[src/rtl/pspan_pkg.sv]
package pspan_pkg;

    typedef enum logic [1:0] {
        MEAS_HIGH   = 2'd0,
        MEAS_LOW    = 2'd1,
        MEAS_PERIOD = 2'd2,
        MEAS_DUAL   = 2'd3
    } meas_mode_e;

    typedef struct packed {
        logic rise;
        logic fall;
    } edge_t;

    typedef struct packed {
        logic start;    // restart count and arm
        logic lat_main; // latch into main result
        logic lat_dual; // latch into dual period result
    } meas_ctl_t;

    function automatic logic pick_src(input logic [1:0] sel, input logic a,
                                      input logic b, input logic c);
        case (sel)
            2'd0:    return a;
            2'd1:    return b;
            default: return c;
        endcase
    endfunction

    function automatic meas_ctl_t decode_ctl(input meas_mode_e m, input edge_t e,
                                             input logic armed);
        meas_ctl_t c;
        c = '0;
        case (m)
            MEAS_HIGH: begin
                c.start    = e.rise;
                c.lat_main = e.fall & armed;
            end
            MEAS_LOW: begin
                c.start    = e.fall;
                c.lat_main = e.rise & armed;
            end
            MEAS_PERIOD: begin
                c.start    = e.rise;
                c.lat_main = e.rise & armed;
            end
            default: begin
                c.start    = e.fall;
                c.lat_dual = e.fall & armed;
                c.lat_main = e.rise & armed;
            end
        endcase
        return c;
    endfunction

endpackage

[src/rtl/pspan_tick.sv]
module pspan_tick #(
    parameter int DIV_W    = 3,
    parameter int DIV_MULT = 1
) (
    input  logic             clk,
    input  logic             rst,
    input  logic [DIV_W-1:0] div_sel_i,
    output logic             tick_o
);
    localparam int MAX_FACT = (2 ** DIV_W) * DIV_MULT;
    localparam int TCW      = (MAX_FACT > 1) ? $clog2(MAX_FACT) : 1;

    logic [TCW-1:0] tcnt;
    logic [TCW-1:0] fact_m1;

    assign fact_m1 = TCW'((32'(div_sel_i) + 32'd1) * DIV_MULT - 32'd1);
    assign tick_o  = (tcnt >= fact_m1);

    always_ff @(posedge clk) begin
        if (rst)         tcnt <= '0;
        else if (tick_o) tcnt <= '0;
        else             tcnt <= tcnt + 1'b1;
    end

    // with a factor above one, ticks never come back to back
    p_tick_spacing_r6: assert property (@(posedge clk) disable iff (rst)
        (tick_o && fact_m1 != '0) |=> (!tick_o || fact_m1 == '0));

endmodule

[src/rtl/pspan_filter.sv]
module pspan_filter
    import pspan_pkg::*;
#(
    parameter int SYNC_STAGES = 2,
    parameter int FILT_LEN    = 3
) (
    input  logic  clk,
    input  logic  rst,
    input  logic  tick_i,
    input  logic  filt_en_i,
    input  logic  raw_i,
    output edge_t edg_o
);
    logic [SYNC_STAGES-1:0] sync_q;
    logic smp;
    logic flt;
    logic flt_q;

    for (genvar i = 0; i < SYNC_STAGES; i++) begin : g_sync
        always_ff @(posedge clk) begin
            if (rst)    sync_q[i] <= 1'b0;
            else if (i == 0) sync_q[i] <= raw_i;
            else        sync_q[i] <= sync_q[(i > 0) ? i - 1 : 0];
        end
    end
    assign smp = sync_q[SYNC_STAGES-1];

    if (FILT_LEN > 1) begin : g_qual
        localparam int SW = $clog2(FILT_LEN);
        logic [SW-1:0] stab;
        always_ff @(posedge clk) begin
            if (rst) begin
                flt  <= 1'b0;
                stab <= '0;
            end else if (tick_i) begin
                if (!filt_en_i) begin
                    flt  <= smp;
                    stab <= '0;
                end else if (smp == flt) begin
                    stab <= '0;
                end else if (stab == SW'(FILT_LEN - 1)) begin
                    flt  <= smp;
                    stab <= '0;
                end else begin
                    stab <= stab + 1'b1;
                end
            end
        end
    end else begin : g_pass
        always_ff @(posedge clk) begin
            if (rst)         flt <= 1'b0;
            else if (tick_i) flt <= smp;
        end
    end

    always_ff @(posedge clk) begin
        if (rst)         flt_q <= 1'b0;
        else if (tick_i) flt_q <= flt;
    end

    assign edg_o.rise = tick_i & flt & ~flt_q;
    assign edg_o.fall = tick_i & ~flt & flt_q;

    // the qualified level only moves on a base tick
    p_filter_hold_r7: assert property (@(posedge clk) disable iff (rst)
        !tick_i |=> $stable(flt));

endmodule

[src/rtl/pspan_measure.sv]
module pspan_measure
    import pspan_pkg::*;
#(
    parameter int CNT_W = 16
) (
    input  logic             clk,
    input  logic             rst,
    input  logic             en_i,
    input  logic [1:0]       mode_i,
    input  logic             tick_i,
    input  edge_t            edg_i,
    input  logic             done_clr_i,
    input  logic             ovf_clr_i,
    output logic [CNT_W-1:0] res_main_o,
    output logic [CNT_W-1:0] res_dual_o,
    output logic             done_o,
    output logic             ovf_o
);
    localparam logic [CNT_W-1:0] CNT_MAX = '1;

    logic [CNT_W-1:0] cnt;
    logic             armed;
    meas_ctl_t        ctl;
    logic             lat_any;
    logic             sat;

    assign ctl     = decode_ctl(meas_mode_e'(mode_i), edg_i, armed);
    assign lat_any = en_i & tick_i & (ctl.lat_main | ctl.lat_dual);
    assign sat     = (cnt == CNT_MAX);

    always_ff @(posedge clk) begin
        if (rst || !en_i) begin
            cnt   <= '0;
            armed <= 1'b0;
        end else if (tick_i) begin
            if (ctl.start) begin
                cnt   <= CNT_W'(1);
                armed <= 1'b1;
            end else if (armed && !sat) begin
                cnt <= cnt + 1'b1;
            end
        end
    end

    always_ff @(posedge clk) begin
        if (rst) begin
            res_main_o <= '0;
            res_dual_o <= '0;
        end else if (en_i && tick_i) begin
            if (ctl.lat_main) res_main_o <= cnt;
            if (ctl.lat_dual) res_dual_o <= cnt;
        end
    end

    always_ff @(posedge clk) begin
        if (rst) begin
            done_o <= 1'b0;
            ovf_o  <= 1'b0;
        end else begin
            if (lat_any)         done_o <= 1'b1;
            else if (done_clr_i) done_o <= 1'b0;
            if (lat_any && sat)  ovf_o  <= 1'b1;
            else if (ovf_clr_i)  ovf_o  <= 1'b0;
        end
    end

    // a latch always leaves the completion flag set
    p_done_on_latch_r9: assert property (@(posedge clk) disable iff (rst)
        lat_any |=> done_o);

    // overflow only appears together with an all-ones result
    p_ovf_result_r10: assert property (@(posedge clk) disable iff (rst)
        $rose(ovf_o) |-> (res_main_o == CNT_MAX || res_dual_o == CNT_MAX));

    // the counter never wraps past all ones
    p_no_wrap_r10: assert property (@(posedge clk) disable iff (rst)
        sat |=> (cnt == CNT_MAX || cnt == CNT_W'(1) || cnt == '0));

    // disabled means both results hold
    p_disabled_hold_r11: assert property (@(posedge clk) disable iff (rst)
        !en_i |=> ($stable(res_main_o) && $stable(res_dual_o)));

endmodule

[src/rtl/pspan_meter.sv]
module pspan_meter
    import pspan_pkg::*;
#(
    parameter int CNT_W       = 16,
    parameter int DIV_W       = 3,
    parameter int DIV_MULT    = 1,
    parameter int FILT_LEN    = 3,
    parameter int SYNC_STAGES = 2
) (
    input  logic             clk,
    input  logic             rst,
    input  logic             meas_en,
    input  logic [1:0]       meas_mode,
    input  logic [DIV_W-1:0] base_div,
    input  logic [1:0]       src_sel,
    input  logic             filt_en,
    input  logic             pin_a,
    input  logic             pin_b,
    input  logic             cmp_in,
    input  logic             done_clr,
    input  logic             ovf_clr,
    output logic [CNT_W-1:0] meas_res,
    output logic [CNT_W-1:0] dual_per_res,
    output logic             done,
    output logic             ovf
);
    logic  tick;
    logic  raw;
    edge_t edg;

    assign raw = pick_src(src_sel, pin_a, pin_b, cmp_in);

    pspan_tick #(.DIV_W(DIV_W), .DIV_MULT(DIV_MULT)) u_tick (
        .clk       (clk),
        .rst       (rst),
        .div_sel_i (base_div),
        .tick_o    (tick)
    );

    pspan_filter #(.SYNC_STAGES(SYNC_STAGES), .FILT_LEN(FILT_LEN)) u_filter (
        .clk       (clk),
        .rst       (rst),
        .tick_i    (tick),
        .filt_en_i (filt_en),
        .raw_i     (raw),
        .edg_o     (edg)
    );

    pspan_measure #(.CNT_W(CNT_W)) u_measure (
        .clk        (clk),
        .rst        (rst),
        .en_i       (meas_en),
        .mode_i     (meas_mode),
        .tick_i     (tick),
        .edg_i      (edg),
        .done_clr_i (done_clr),
        .ovf_clr_i  (ovf_clr),
        .res_main_o (meas_res),
        .res_dual_o (dual_per_res),
        .done_o     (done),
        .ovf_o      (ovf)
    );

endmodule

[config.mk]
export PLATFORM = sky130hd
export DESIGN_NAME = pspan_meter
export DESIGN_NICKNAME = d
export VERILOG_FILES = /design/src/rtl/pspan_pkg.sv /design/src/rtl/pspan_tick.sv /design/src/rtl/pspan_filter.sv /design/src/rtl/pspan_measure.sv /design/src/rtl/pspan_meter.sv
export SDC_FILE = /design/constraint.sdc
export NUM_CORES = 1
export LEC_CHECK = 0
export ABC_AREA = 1
export BUFFER_PORTS_ARGS = -buffer_cell sky130_fd_sc_hd__buf_2
export CAP_MARGIN = 20
export CORE_MARGIN = 2
export CORE_UTILIZATION = 30
export CTS_BUF_LIST = sky130_fd_sc_hd__clkbuf_8
export DETAILED_ROUTE_END_ITERATION = 8
export SLEW_MARGIN = 25
export SYNTH_ARGS = -nofsm -noshare
export SYNTH_HDL_FRONTEND = slang
export SYNTH_SLANG_ARGS = --single-unit
[constraint.sdc]
create_clock -name clk -period 1.9 [get_ports clk]
set_input_delay 0.19 -clock clk [delete_from_list [all_inputs] [get_ports clk]]
set_output_delay 0.19 -clock clk [all_outputs]
set_load 0.02 [all_outputs]
==> flow_summary.toml <==
[floorplan]
coreArea_sq_um = 9200
ioPinCount = 50
rows = 35
die_area_sq_um = 10200
die_h_um = 101
initial_utilization = 0.307
fp.dieW_um = 101

[finish]
finalNetCount = 461
utilization = 0.398
antenna_cells = 0
drive_gt1_frac = 0.267
area_delta_synth_final_pct = 29.8
final_cell_area_sq_um = 3660

[setup_path]
critPathKind = "register to register"
crit_fanout = 8
r2r_cells = 12
start_kind = "register"
crit_required_ns = 2.14
worstPathArrival_ns = 2.06
end_kind = "register"

[route]
postRouteAntennaNets = 0
routed-via-count = 2643
detail_route.wl_per_cell_um = 13.0
dr.pass1.iters = 4
drt_iter0_drc = 219
remaining_drc_errors = 0
viasPerCell = 4.75
finalWirelength_um = 7240

[grt]
antenna_found_initial = 0
overflow = 0
first_global_vias = 2420
grt_max_degree = 34
grtUsageTotal = 0.144
grt_pass1_wl_um = 11300

[logic_synthesis]
synthDistinctLibCells = 30
seq_area_frac_synth = 0.426
syn_nets = 395
synthTopCellsByArea = "dfxtp_1 43%, a21oi_1 8.9%, nand3_1 6.7%"
ys_async_sr_fraction = 0
synthTopCellsByCount = "60 x dfxtp_1, 50 x a21oi_1, 49 x inv_1, 48 x nand2_1, 38 x nand3_1"
synthFlopType = "dfxtp_1"
synthCells = 374
synth_top_cell_area_share = 0.426
synth_seq_cells = 60
synthMostInstantiatedCell = "dfxtp_1"
yosys_warnings = 0
synth_top_area_cell = "dfxtp_1"
synth-edff-count = 0
syn_area_sq_um = 2820
syn_avg_cell_area_sq_um = 7.55

[clocking]
h-tree-depth = 3
hold_buffers = 0
cts.path.max_buffers = 2
clkSinkCount = 60
cts_buffers = 9
insertion_delay_ns = 0.35
cts_tree = "built"
clk_pin_slew_ns = 0.07
root_buffer = "clkbuf_8"

[timing]
finalSetupViolCount = 0
drv_slew = 0
slew_headroom = 0.594
final_hold_viol_count = 0
setup_ws_ns = 0.0866
clock.fmax_mhz = 551
finClkSkew_ns = 0.00714
fin_crit_ns = 1.81
fin_crit_sh = 0.954
worst_pin_slew_ns = 0.608
whs_ns = 0.0882

[run_status]
outcome = "completed"

[pwr]
power_density_nw_per_um2 = 725
p_leak_nw = 1.57
peakVddDrop_mv = 0.238
total_power_w = 0.00266

[placed_design]
pre_cts_ws_ns = 0.0119
post-dp-hpwl_um = 5110
portBuffers = 49
globalplace.congestion = 0.878
dpl_cell_area_sq_um = 3280

[min_path]
holdPathStages = 4
min_path_type = "primary input to register"

[flow_run]
cap_violations = 0
==> kinds of logic after synthesis <==
family | after synthesis | share of synthesized area
fa+ha+maj | 5 | 0.0222
simple gates | 142 | 0.250
flops | 60 | 0.426
buf+inv | 75 | 0.112
xor+xnor | 15 | 0.0465
mux | 1 | 0.00355
compound gates | 76 | 0.141
==> layout by cell type (no fill, tap or decap), types with 2 or more instances in the layout <==
cell / count
nand2_2: 5
a21oi_2: 3
clkbuf_16: 4
clkinv_2: 2
xnor2_1: 4
inv_1: 50
nand3_1: 38
clkbuf_8: 11
buf_6: 2
o21ai_0: 7
nand3b_1: 2
a21oi_1: 49
ha_1: 4
buf_2: 49
dfxtp_1: 59
nand3_2: 4
nor2_4: 6
nor2_1: 22
buf_12: 2
nand4_1: 17
o21ai_1: 13
nand2_1: 45
inv_2: 2
buf_4: 20
xor2_1: 11
==> state kept, by name, indices dropped and copies added, names as in the netlist, 2 cells and up <==
signal                count
u_measure.res_main_o     16
u_measure.res_dual_o     16
u_filter.g_qual.stab      2
u_tick.tcnt               3
u_measure.cnt            16
==> layer usage <==
metal | part of all wire | vias up | track usage | routed length [um]
met5 | 0 | - | 0 | 0
met4 | 0.024 | 0 | 0.0748 | 172
met3 | 0.049 | 13 | 0.0388 | 356
met2 | 0.46 | 67 | 0.217 | 3330
met1 | 0.47 | 1201 | 0.189 | 3380
li1 | - | 1362 | - | -
==> timing repair <==
action / CTS / global route
endpoints found under the setup margin: 1 / 43
endpoints found under the hold margin: 0 / 0
resized for setup: 1 / 13
cloned: 0 / 4
pin swaps: 0 / 2
setup buffers: 0 / 2
==> path summary, 6_finish.rpt <==
kind                                      from                      end  slack, ns
worst min register to register  u_tick.tcnt[0]           u_tick.tcnt[0]       0.43
worst max register to register  u_tick.tcnt[0]  u_measure.res_dual_o[0]       0.09
worst min-delay path                   ovf_clr          u_measure.ovf_o       0.09
worst max-delay path            u_tick.tcnt[0]  u_measure.res_dual_o[0]       0.09
==> metrics by stage <==
stage	std cells	TNS (ns)
global placement	534	0
floorplan	374	0
global route	556	-0.0668
finish	556	0
CTS	550	0
detailed placement	534	0
==> critical path, cell delays in order (launching register included) <==
cell	delay (ns)
dfxtp_2	0.34
inv_1	0.04
ha_1	0.26
inv_1	0.03
nand2_1	0.06
nand2_2	0.06
nand2_4	0.09
nand2_2	0.08
nor2_4	0.18
nand3_4	0.16
clkbuf_16	0.20
o21ai_0	0.15
a21oi_1	0.05
==> where the power goes <==
part           switching [W]  internal (W)
combinational       0.000124     0.0000769
clock               0.000499      0.000667
sequential         0.0000138       0.00128
==> final cells by class <==
type                       count  area (sq um)
fill                         929          5530
tap                          111           139
timing repair buffer          77           558
multi-input combinational    239          1360
inverter                      53           204
clock inverter                 5          51.3
clock buffer                  11           151
sequential                    60          1200
Note: power is estimated with default switching activity, not from simulation.
